===== config.mk =====
export PLATFORM = sky130hd
export DESIGN_NAME = vmerge_wb
export DESIGN_NICKNAME = d
export VERILOG_FILES = /design/src/rtl/vmerge_pkg.sv /design/src/rtl/vmerge_policy_reg.sv /design/src/rtl/vmerge_byte_class.sv /design/src/rtl/vmerge_byte_mux.sv /design/src/rtl/vmerge_wb.sv
export SDC_FILE = /design/constraint.sdc
export NUM_CORES = 1
export LEC_CHECK = 0
export BUFFER_PORTS_ARGS = -buffer_cell sky130_fd_sc_hd__buf_2
export CAP_MARGIN = 25
export CORE_AREA = 2 2 165 167
export DETAILED_ROUTE_END_ITERATION = 16
export DIE_AREA = 0 0 167 169
export PLACE_DENSITY = 0.71
export SLEW_MARGIN = 20
export SYNTH_ARGS = -nofsm -noshare
export SYNTH_HDL_FRONTEND = slang
export SYNTH_SLANG_ARGS = --single-unit

===== constraint.sdc =====
create_clock -name clk_i -period 3.05 [get_ports clk_i]
set_input_delay 0.1525 -clock clk_i [delete_from_list [all_inputs] [get_ports clk_i]]
set_output_delay 0.1525 -clock clk_i [all_outputs]
set_load 0.05 [all_outputs]

===== src/rtl/vmerge_pkg.sv =====
package vmerge_pkg;
  typedef enum logic [1:0] {
    ACT_OLD  = 2'd0,
    ACT_NEW  = 2'd1,
    ACT_ONES = 2'd2
  } act_e;

  localparam logic [1:0] POL_RSVD = 2'b01;
endpackage


===== src/rtl/vmerge_policy_reg.sv =====
module vmerge_policy_reg (
  input  logic       clk_i,
  input  logic       rst_ni,
  input  logic       we_i,
  input  logic [1:0] pol_i,
  output logic [1:0] pol_o,
  output logic       vill_o,
  output logic       tail_agn_o,
  output logic       mask_agn_o
);
  import vmerge_pkg::*;

  logic [1:0] pol_q;

  always_ff @(posedge clk_i or negedge rst_ni) begin
    if (!rst_ni)   pol_q <= 2'b00;
    else if (we_i) pol_q <= pol_i;
  end

  assign pol_o      = pol_q;
  assign vill_o     = (pol_q == POL_RSVD);
  assign tail_agn_o = pol_q[1];
  assign mask_agn_o = pol_q[0] & ~vill_o;
endmodule


===== src/rtl/vmerge_byte_class.sv =====
module vmerge_byte_class #(
  parameter int NB       = 16,
  parameter int IDXW     = 4,
  parameter int CNTW     = 5,
  parameter int BYTE_IDX = 0
) (
  input  logic [1:0]       sew_i,
  input  logic [CNTW-1:0]  vl_i,
  input  logic [CNTW-1:0]  vstart_i,
  input  logic [NB-1:0]    mask_i,
  input  logic             mask_en_i,
  input  logic             tail_agn_i,
  input  logic             mask_agn_i,
  input  logic             fill_i,
  input  logic             vill_i,
  output vmerge_pkg::act_e act_o
);
  import vmerge_pkg::*;

  localparam logic [IDXW-1:0] BI = IDXW'(BYTE_IDX);

  logic [IDXW-1:0] idx;
  logic [CNTW-1:0] idx_ext;
  logic            pre, tail, moff;

  assign idx     = BI >> sew_i;
  assign idx_ext = {1'b0, idx};
  assign pre     = idx_ext < vstart_i;
  assign tail    = idx_ext >= vl_i;
  assign moff    = mask_en_i & ~mask_i[idx];

  // priority: illegal, prestart, tail, masked-off, active
  always_comb begin
    act_o = ACT_NEW;
    if (vill_i || pre)  act_o = ACT_OLD;
    else if (tail)      act_o = (tail_agn_i && fill_i) ? ACT_ONES : ACT_OLD;
    else if (moff)      act_o = (mask_agn_i && fill_i) ? ACT_ONES : ACT_OLD;
  end
endmodule


===== src/rtl/vmerge_byte_mux.sv =====
module vmerge_byte_mux (
  input  vmerge_pkg::act_e act_i,
  input  logic [7:0]       old_i,
  input  logic [7:0]       new_i,
  output logic [7:0]       byte_o
);
  import vmerge_pkg::*;

  always_comb begin
    unique case (act_i)
      ACT_NEW:  byte_o = new_i;
      ACT_ONES: byte_o = 8'hFF;
      default:  byte_o = old_i;
    endcase
  end
endmodule


===== src/rtl/vmerge_wb.sv =====
module vmerge_wb #(
  parameter int VLEN = 128,
  localparam int NB   = VLEN / 8,
  localparam int IDXW = $clog2(NB),
  localparam int CNTW = IDXW + 1
) (
  input  logic            clk_i,
  input  logic            rst_ni,
  input  logic            cfg_we_i,
  input  logic [1:0]      cfg_policy_i,
  input  logic            fill_ones_i,
  input  logic            valid_i,
  input  logic [VLEN-1:0] old_i,
  input  logic [VLEN-1:0] new_i,
  input  logic [NB-1:0]   mask_i,
  input  logic            mask_en_i,
  input  logic [CNTW-1:0] vl_i,
  input  logic [CNTW-1:0] vstart_i,
  input  logic [1:0]      sew_i,
  output logic [1:0]      policy_o,
  output logic            vill_o,
  output logic            result_valid_o,
  output logic [VLEN-1:0] result_o
);
  import vmerge_pkg::*;

  logic            tail_agn, mask_agn;
  logic [VLEN-1:0] merged;

  vmerge_policy_reg u_pol (
    .clk_i     (clk_i),
    .rst_ni    (rst_ni),
    .we_i      (cfg_we_i),
    .pol_i     (cfg_policy_i),
    .pol_o     (policy_o),
    .vill_o    (vill_o),
    .tail_agn_o(tail_agn),
    .mask_agn_o(mask_agn)
  );

  for (genvar b = 0; b < NB; b++) begin : g_byte
    act_e act;

    vmerge_byte_class #(
      .NB(NB), .IDXW(IDXW), .CNTW(CNTW), .BYTE_IDX(b)
    ) u_cls (
      .sew_i     (sew_i),
      .vl_i      (vl_i),
      .vstart_i  (vstart_i),
      .mask_i    (mask_i),
      .mask_en_i (mask_en_i),
      .tail_agn_i(tail_agn),
      .mask_agn_i(mask_agn),
      .fill_i    (fill_ones_i),
      .vill_i    (vill_o),
      .act_o     (act)
    );

    vmerge_byte_mux u_mux (
      .act_i (act),
      .old_i (old_i[8*b +: 8]),
      .new_i (new_i[8*b +: 8]),
      .byte_o(merged[8*b +: 8])
    );
  end

  always_ff @(posedge clk_i or negedge rst_ni) begin
    if (!rst_ni) begin
      result_valid_o <= 1'b0;
      result_o       <= '0;
    end else begin
      result_valid_o <= valid_i;
      if (valid_i) result_o <= merged;
    end
  end
endmodule


; After elaboration in Yosys (flattened, before gate mapping)
; Index checks and enable logic that the tools add are counted.
[classes]
order_cmp = 48
shift = 16
n_eq_ne = 33
bitwise = 34
mux = 98
n_reduce_logical = 18
[ops]
columns = op, n
row1 = 8-bit case mux with 2 select lines, 16
row2 = 2-bit 2-to-1 mux, 50
row3 = 4-bit by 5-bit greater-or-equal comparator with 1-bit output, 16
row4 = 4-bit by 5-bit less-than comparator with 1-bit output, 16
row5 = 4-bit by 5-bit less-than comparator with 1-bit output (second input constant), 16
row6 = 1-bit binary-select mux with 4-bit select, 16
row7 = 2-bit by 1-bit equality test with 1-bit output (second input constant), 17
row8 = 2-bit equality test (second input constant), 16
row9 = 4-bit by 2-bit right shift with 4-bit output (first input constant), 8
row10 = 1-bit AND, 17
row11 = 1-bit inverter, 17
row12 = 1-bit logical OR, 16
row13 = 1-bit 2-to-1 mux, 16
row14 = 3-bit by 2-bit right shift with 4-bit output (first input constant), 4
row15 = 1-bit by 2-bit right shift with 4-bit output (first input constant), 2
row16 = 2-bit by 2-bit right shift with 4-bit output (first input constant), 2
row17 = 1-bit logical AND, 2
[word_totals]
output_inout_bits = 132
wordCells = 250
in_bits = 292
ff_bits = 131

; Longest topological paths before layout
; Gate-level depths: netlist of run 1.
[depth]
ltp_word = 10
ltp_mapped = 15
mapped_depth_nobuf = 13

; Modules after synthesis
; From an unflattened synthesis of run 1, not the netlist that was laid out.
[unflattened]
cells_unflattened = 1254
area_unflattened_um2 = 11467.2
[modules_own_cells]
columns = mod, area_each_um2, cells_each, seq_area_each_um2, n_inst
row1 = vmerge_wb, 4847.1, 271, 3228.1, 1
row2 = vmerge_byte_mux, 173.9, 30, 0.0, 16
row3 = vmerge_byte_class at g_byte[13].u_cls, 416.6, 49, 0.0, 1
row4 = vmerge_byte_class at g_byte[9].u_cls, 411.6, 49, 0.0, 1
row5 = vmerge_byte_class at g_byte[12].u_cls, 316.6, 41, 0.0, 1
row6 = vmerge_byte_class at g_byte[6].u_cls, 279.0, 35, 0.0, 1
row7 = vmerge_byte_class at g_byte[8].u_cls, 259.0, 36, 0.0, 1
row8 = vmerge_byte_class at g_byte[14].u_cls, 256.5, 36, 0.0, 1
row9 = vmerge_byte_class at g_byte[11].u_cls, 252.7, 35, 0.0, 1
row10 = vmerge_byte_class at g_byte[10].u_cls, 229.0, 33, 0.0, 1
row11 = vmerge_byte_class at g_byte[7].u_cls, 224.0, 28, 0.0, 1
row12 = vmerge_byte_class at g_byte[15].u_cls, 215.2, 33, 0.0, 1
row13 = vmerge_byte_class at g_byte[5].u_cls, 212.7, 28, 0.0, 1
row14 = vmerge_byte_class at g_byte[4].u_cls, 209.0, 29, 0.0, 1
row15 = 5 more rows, -, -, -, -

; Least setup slack after synthesis of run 1
; Ideal clock, no wire load.
[synth_timing]
path_kind = input to register
startpoint = input port sew_i[1]
endpoint = register result_o[100]
arrival_time_ps = 3103
setup_time_ps = 125
required_time_ps = 2925
path_slack_ps = -177
n_path_buf = 2
path_stages = 12
cell_sequence = inv_1 -> ha_1 -> buf_6 -> mux4_2 -> mux2_2 -> nor2_2 -> a21oi_1 -> or3_1 -> ha_1 -> clkbuf_1 -> o21ai_0 -> mux2_2
[synth_between]
elab_chain_cells = 10
elab_cells_between_ends = 14
cone_classes = 2 x order compare / 2 x eq/ne / 1 x shift / 6 x mux / 2 x bitwise / 1 x reduce/logical
[synth_lines]
columns = element, line_no
row1 = from (decl), vmerge_wb.sv:19  ; input logic [1:0] sew_i,
row2 = 4-bit by 2-bit right shift with 4-bit output (*), vmerge_byte_class.sv:26  ; assign idx = BI >> sew_i;
row3 = 1-bit binary-select mux with 4-bit select, vmerge_byte_class.sv:30  ; assign moff = mask_en_i & ~mask_i[idx];
row4 = 1-bit 2-to-1 mux (implied by the code), vmerge_byte_class.sv:30
row5 = 1-bit inverter, vmerge_byte_class.sv:30
row6 = 1-bit AND, vmerge_byte_class.sv:30
row7 = 2-bit 2-to-1 mux, vmerge_byte_class.sv:37  ; else if (moff) act_o = (mask_agn_i && fill_i) ? ACT_ONES : ACT_OLD;
row8 = 2-bit 2-to-1 mux, vmerge_byte_class.sv:36  ; else if (tail) act_o = (tail_agn_i && fill_i) ? ACT_ONES : ACT_OLD;
row9 = 2-bit 2-to-1 mux (*), vmerge_byte_class.sv:35  ; if (vill_i || pre) act_o = ACT_OLD;
row10 = 2-bit equality test or 2-bit by 1-bit equality test with 1-bit output (tied branches), vmerge_byte_mux.sv:10  ; unique case (act_i)
row11 = 8-bit case mux with 2 select lines (*), vmerge_byte_mux.sv:10
row12 = to (signal assigned), vmerge_wb.sv:73  ; if (valid_i) result_o <= merged;
row13 = to (decl), vmerge_wb.sv:23  ; output logic [VLEN-1:0] result_o
; Mark *: on every way between the ends. The rest lies on a longest branch, timed or not. The select of a mux whose other input is x is not followed.
; A chain may end at the register's enable or synchronous reset.

; Worst setup path after layout of run 1
[layout_timing]
startpoint = input port sew_i[0]
endpoint = register result_o[50]
[layout_between]
elab_chain_cells = 10
elab_cells_between_ends = 14
cone_classes = 2 x order compare / 2 x eq/ne / 1 x shift / 6 x mux / 2 x bitwise / 1 x reduce/logical
[layout_lines]
columns = element, line_no
row1 = 3-bit by 2-bit right shift with 4-bit output (*), vmerge_byte_class.sv:26
row2 = 1-bit binary-select mux with 4-bit select, vmerge_byte_class.sv:30
row3 = 1-bit 2-to-1 mux (implied by the code), vmerge_byte_class.sv:30
row4 = 1-bit inverter, vmerge_byte_class.sv:30
row5 = 1-bit AND, vmerge_byte_class.sv:30
row6 = 2-bit 2-to-1 mux, vmerge_byte_class.sv:37
row7 = 2-bit 2-to-1 mux, vmerge_byte_class.sv:36
row8 = 2-bit 2-to-1 mux (*), vmerge_byte_class.sv:35
row9 = 2-bit equality test or 2-bit by 1-bit equality test with 1-bit output (tied branches), vmerge_byte_mux.sv:10
row10 = 8-bit case mux with 2 select lines (*), vmerge_byte_mux.sv:10
; Marked as above.

==> flow_summary.yaml, run 1 <==
run_status:
  status: "finished clean"
sta:
  rsz0062_at_grt: "false"
  relSlewSlack_pct: 63.74
  max_slew.worst_pin.slew_ps: 544.0
  report.final.setup_viol: 0
  fin_worst_skew_ps: 7.710
  min_period_ps: 2814
  final.period_utilization_pct: 92.27
  final.setup.tns_ps: 0
  holdWs_ps: 66.25
  fmax_mhz: 355.3
  drv_slew: 0
  hold_viol_final: 0
yosys:
  ys.flop_type: "dfrtp_1"
  synthesis.nets: 1462
  synth_seq_cells: 131
  synth_edf_count: 0
  netlist_area_sq_um: 10100
  synth-async-reset-ratio_pct: 100.0
  syn_inst: 1102
  yosysSeqAreaShare_pct: 32.46
  synth.avg_cell_area_sq_um: 9.164
  synthDistinctLibCells: 63
  yosys_warnings: 0
placed_design:
  dp.cells: 1856
  dpl_cell_area_sq_um: 12910
  hpwl_um: 26870
  gp_congestion: 0.9477
  io_buffers: 423
clock_tree:
  postCtsSetupBuffers: 0
  cts.sinks: 131
  cts_tree: "done"
  path_clk_slew_ps: 70
  cts_buffers: 17
  root_buffer: "clkbuf_16"
  clock_latency_ps: 420
  cts_max_level: 4
  clock_path_buffers: 2
route:
  drt_iter0_drc: 642
  num_vias: 10040
  drtPass1Iterations: 6
  drcViolationCount: 0
  drt-total-wl_um: 34170
  routedWlPerCell_um: 18.05
  viasPerCell: 5.304
  ant_nets: 0
setup_path:
  cp.arrival_ps: 3120
  crit_chain: "buf_2 -> inv_1 -> ha_4 -> mux4_2 -> mux2i_1 -> a21oi_1 -> or3_1 -> ha_1 -> o21ai_0 -> mux2_2"
  start_kind: "input pin"
  crit_type: "in -> reg"
  slowest_delay_ps: 580
  cp.required_ps: 3360
  critPathCaptureType: "register"
  crit_slowest_cell: "ha_1"
  cp_max_fo: 16
final_layout:
  nets: 1898
  finish.utilization_pct: 51.24
  final_area_sq_um: 13580
  mostFrequentLayoutCells: "421 x buf_2, 156 x a21oi_1, 156 x nand2_1"
  finalNonFillerCells: 1893
  layout-drive-gt1-share_pct: 44.94
  fill_cells: 2491
  syn_to_final_growth_pct: 34.47
  final_common_cell: "buf_2"
pwr:
  p_leak_nw: 6.549
  worst_ir_drop_vdd_mv: 0.2906
  powerDensity_nw_per_um2: 498.5
global_routing:
  grt_pass1_vias: 9883
  grt_pass1_wl_um: 52210
  grt_max_degree: 74
  antenna_found_initial: 4
  grt_usage_pct: 23.22
  grt-ovfl-total: 0
floorplan:
  rows: 60
  core-area_sq_um: 26500
  die_w_um: 167
  start_util_pct: 38.11
  dieArea_sq_um: 28220
  die_h_um: 169
  pin_count: 424
worst_hold_path:
  hold_class: "in -> reg"
run:
  drv_cap: 0
-- cell usage after synthesis, types with 11 or more instances --
master	count	area [sq um]
a21oi_1	156	780.8
clkbuf_1	55	206.5
clkbuf_2	12	60.06
dfrtp_1	131	3278
ha_1	68	850.8
inv_1	25	93.84
mux2_2	133	1498
mux2i_1	15	150.1
mux4_2	23	518.0
nand2_1	156	585.6
nand3_1	11	55.05
nor2_1	18	67.56
nor3_1	13	65.06
o21ai_0	142	710.7
or3_1	11	68.82
-- metrics by stage --
| step | worst slack, ps | total power, W |
|---|---|---|
| after CTS | 249.5 | 0.006845 |
| after detailed placement | -211.7 | 0.004545 |
| after global routing | 13.25 | 0.007104 |
| after global placement | -129.3 | 0.004506 |
| after floorplan | -12.92 | 0.003727 |
| final | 235.7 | 0.006770 |
-- layer usage --
metal  vias to the layer above  track usage, %  share of wire [%]
li1                       4877               -                  -
met1                      4710           28.06                 41
met2                       400           40.78                 49
met3                        49           5.939                7.6
met4                         4           6.972                2.2
met5                         -               0              0.053
-- cells by family (layout without fill, tap and decap cells) --
| logic type | after synthesis | count (layout) | synth area share (%) |
|---|---|---|---|
| other cells | 0 | 1 | 0 |
| flops | 131 | 131 | 32.46 |
| simple gates | 252 | 252 | 11.21 |
| compound gates | 357 | 357 | 19.38 |
| buf+inv | 112 | 561 | 5.080 |
| fa+ha+maj | 68 | 68 | 8.425 |
| mux | 177 | 177 | 23.01 |
| xor+xnor | 5 | 5 | 0.4336 |
-- worst paths after layout --
path / slack [ps] / start / cells after the start / to
worst min-delay path: 70 / old_i[47] / 4 / result_o[47]$_DFFE_PN0P_
max in group asynchronous: 2200 / rst_ni / 3 / result_o[21]$_DFFE_PN0P_
min in group asynchronous: 220 / rst_ni / 2 / result_o[53]$_DFFE_PN0P_
worst max-delay path: 240 / sew_i[0] / 10 / result_o[50]$_DFFE_PN0P_
worst min register to register: 500 / result_o[66]$_DFFE_PN0P_ / 1 / result_o[66]$_DFFE_PN0P_
worst max register to register: 350 / u_pol.pol_o[0]$_DFFE_PN0P_ / 8 / result_o[1]$_DFFE_PN0P_
-- flip-flops by register name, summed over array words and instances, names as in the netlist --
register	count
result_o	128
u_pol.pol_o	2
result_valid_o	1
-- cell type report --
class,count,area (sq um),area share (%)
tap,341,426.7,3.142
clock inverter,13,196.4,1.447
clock buffer,19,432.9,3.188
antenna,1,2.502,0.01843
inverter,26,97.59,0.7187
multi-input combinational,859,6334,46.64
sequential,131,3278,24.14
timing repair buffer,503,2811,20.70
-- repair_timing --
item                       in CTS  in global routing
gates resized for setup         0                  1
hold endpoints to repair       39                  0
setup endpoints to repair       0                  3
hold buffers                    4                  0
-- critical path, delay by kind of cell --
kind | cells | cell delay [ps]
mux | 3 | 1100
fa+ha+maj | 2 | 960
simple gates | 1 | 370
compound gates | 2 | 310
buf+inv | 2 | 220
-- where the power goes --
| part | leakage, nW | internal, W | switching, W |
|---|---|---|---|
| clock network | 0.300 | 0.00139 | 0.000866 |
| logic | 4.70 | 0.000850 | 0.00159 |
| registers | 1.55 | 0.00196 | 0.000114 |
Power figures use the tool's default switching activity.
==> run 2, diff against run 1 <==
--- a/config.mk
+++ b/config.mk
@@ -7,11 +7,12 @@
 export LEC_CHECK = 0
 export BUFFER_PORTS_ARGS = -buffer_cell sky130_fd_sc_hd__buf_2
 export CAP_MARGIN = 25
-export CORE_AREA = 2 2 165 167
+export CORE_AREA = 2 2 163 165
 export DETAILED_ROUTE_END_ITERATION = 16
-export DIE_AREA = 0 0 167 169
-export PLACE_DENSITY = 0.71
+export DIE_AREA = 0 0 165 167
+export PLACE_DENSITY = 0.78
 export SLEW_MARGIN = 20
 export SYNTH_ARGS = -nofsm -noshare
 export SYNTH_HDL_FRONTEND = slang
+export SYNTH_HIERARCHICAL = 1
 export SYNTH_SLANG_ARGS = --single-unit
==> run 2 against run 1 <==
Against the previous run: clock power shrank 3%; clock-buffer cell count rose by 3; fmax is 2.3% lower; critical path depth unchanged; register-to-register slack got worse by 180 ps; area after synthesis rose by 14%; sequential power barely moved.
==> flow_summary.yaml, run 2 <==
clock_tree:
  cts_buffers: 17
  clock_latency_ps: 420
  clock_path_buffers: 2
  root_buffer: "clkbuf_16"
  cts_tree: "done"
  postCtsSetupBuffers: 0
  path_clk_slew_ps: 70
  cts_max_level: 4
  cts.sinks: 131
global_routing:
  antenna_found_initial: 5
  grt_usage_pct: 24.75
  grt-ovfl-total: 0
  grt_pass1_vias: 11020
  grt_max_degree: 130
  grt_pass1_wl_um: 54570
sta:
  max_slew.worst_pin.slew_ps: 732.9
  relSlewSlack_pct: 51.14
  rsz0062_at_grt: "false"
  fmax_mhz: 347.0
  report.final.setup_viol: 0
  hold_viol_final: 0
  final.period_utilization_pct: 94.49
  drv_slew: 0
  fin_worst_skew_ps: 16.72
  final.setup.tns_ps: 0
  min_period_ps: 2882
final_layout:
  nets: 2134
  fill_cells: 2249
  largest_reg_flops: 128
  final_area_sq_um: 15020
  top_register: "result_o"
  syn_to_final_growth_pct: 31.02
  final_common_cell: "buf_2"
  seq_area_sq_um: 3278
  layout-drive-gt1-share_pct: 42.23
  multiInputGateArea_sq_um: 7411
  finalNonFillerCells: 2088
  mostFrequentLayoutCells: "421 x buf_2, 156 x nand2_1, 131 x mux2_2, 131 x dfrtp_1"
setup_path:
  cp.arrival_ps: 3170
  critPathCaptureType: "register"
  timing.critical_path.max_delay_family: "compound AO/OA/AOI/OAI gates"
  crit_top_cell: "buf_4"
  cp_max_fo: 16
  cp.required_ps: 3340
  crit_type: "reg -> reg"
  critical_path_buf_inv_count: 3
  crit_chain: "buf_4 -> and2_1 -> buf_4 -> o2111ai_1 -> a2111oi_2 -> buf_4 -> ha_1 -> nor2_4 -> a21oi_1 -> mux2_2"
  start_kind: "register"
  crit_slowest_cell: "a2111oi_2"
  slowest_delay_ps: 440
yosys:
  synth-async-reset-ratio_pct: 100.0
  yosys_warnings: 6
  synth_most_common_cell: "nand2_1"
  yosys-top-cells-area: "dfrtp_1 29%, mux2_2 13%, ha_1 11%, nor2b_1 6.5%, a21oi_1 5.4%"
  synthDistinctLibCells: 78
  netlist_top_cells_count: "156 x nand2_1, 131 x dfrtp_1, 131 x mux2_2, 124 x a21oi_1, 124 x inv_1"
  synthesis.nets: 1649
  yosysSeqAreaShare_pct: 28.59
  synth.avg_cell_area_sq_um: 9.145
  ys.flop_type: "dfrtp_1"
  yosys.area.top_type_share_pct: 28.59
  synth_edf_count: 0
  synth_seq_cells: 131
  netlist_area_sq_um: 11470
  synth_top_area_cell: "dfrtp_1"
  syn_inst: 1254
placed_design:
  gp_congestion: 0.9065
  hpwl_um: 26620
  dp.cells: 2050
  dpl_cell_area_sq_um: 14350
  io_buffers: 423
route:
  viasPerCell: 5.291
  drtPass1Iterations: 7
  drt-total-wl_um: 35060
  routedWlPerCell_um: 16.79
  ant_nets: 0
  drt_iter0_drc: 489
  num_vias: 11050
  drcViolationCount: 0
floorplan:
  die_h_um: 167
  rows: 59
  pin_count: 424
  dieArea_sq_um: 27560
  start_util_pct: 44.51
  die_w_um: 165
  core-area_sq_um: 25760
run_status:
  status: "finished clean"
pwr:
  powerDensity_nw_per_um2: 463.5
  p_leak_nw: 7.057
  worst_ir_drop_vdd_mv: 0.3451
  power_w: 0.006964
run:
  drv_cap: 0
worst_hold_path:
  hold_class: "in -> reg"
## run 2: changes by cell type after synthesis, sizes merged, moves of 7 or more
cell,change
o21ai,-118
nor2b,+115
inv,+98
clkbuf,-44
nor2,+41
ha,+35
and2b,+18
mux4,-14
a21oi,-11
nand2b,+11
a211oi,+8
buf,-7
## run 2: stage by stage
| stage | hold slack, ps | worst slack, ps | util (%) |
|---|---|---|---|
| 3_3_place_gp | 110.9 | -152.1 | 55.68 |
| 4_1_cts | 93.76 | 162.2 | 58.25 |
| 5_1_grt | 107.2 | 1.097 | 58.32 |
| 3_5_place_dp | 118.4 | -199.4 | 55.68 |
| 6_report | 114.9 | 168.0 | 58.32 |
| 2_1_floorplan | -143.1 | 55.05 | - |
## run 2: per-layer routing
metal | part of all wire [%] | GRT usage [%] | wire, um | up-vias
li1 | - | - | - | 5311
met1 | 39 | 28.33 | 13820 | 5217
met2 | 50 | 44.24 | 17540 | 435
met3 | 7.3 | 5.953 | 2545 | 80
met4 | 3.2 | 9.187 | 1120 | 4
met5 | 0.071 | 0 | 25 | -
## run 2: path summary, 6_finish.rpt
check                                      startpoint                         to  slack (ps)  cells past startpoint
setup / recovery           u_pol/pol_o[1]$_DFFE_PN0P_   result_o[14]$_DFFE_PN0P_         170                     10
hold / removal                             old_i[114]  result_o[114]$_DFFE_PN0P_         110                      4
setup reg to reg           u_pol/pol_o[1]$_DFFE_PN0P_   result_o[14]$_DFFE_PN0P_         170                     10
hold reg to reg              result_o[97]$_DFFE_PN0P_   result_o[97]$_DFFE_PN0P_         500                      1
max in group asynchronous                      rst_ni   result_o[36]$_DFFE_PN0P_        1970                      3
min in group asynchronous                      rst_ni  result_o[121]$_DFFE_PN0P_         280                      2
## run 2: timing repair
| action | in CTS | in global routing |
|---|---|---|
| hold buffers | 5 | 0 |
| resized for setup | 0 | 2 |
| hold endpoints to repair | 46 | 0 |
| endpoints found under the setup margin | 0 | 7 |
## run 2: tightest hold or removal path: stages
cell	delay (ps)
buf_2	70
nor2b_1	30
a21oi_1	90
mux2_2	140
## run 2: cells by family after synthesis
kind of cell | count (synthesis) | share of synthesized area (%)
flops | 131 | 28.59
simple gates | 448 | 21.36
buf+inv | 161 | 6.896
xor+xnor | 2 | 0.1528
mux | 166 | 17.65
compound gates | 243 | 14.11
fa+ha+maj | 103 | 11.24
## run 2: cell type report
type                       count  area share (%)
multi-input combinational    962           49.33
sequential                   131           21.82
timing repair buffer         501           18.71
inverter                     126           3.240
clock buffer                  22           3.223
tap                          335           2.790
clock inverter                 8          0.8411
antenna                        3         0.04997
## run 2: where the power goes
| part | switching [W] | leakage (nW) | internal, W |
|---|---|---|---|
| Clock | 0.000811 | 0.290 | 0.00137 |
| Combinational | 0.00175 | 5.23 | 0.000934 |
| Sequential | 0.000124 | 1.53 | 0.00198 |
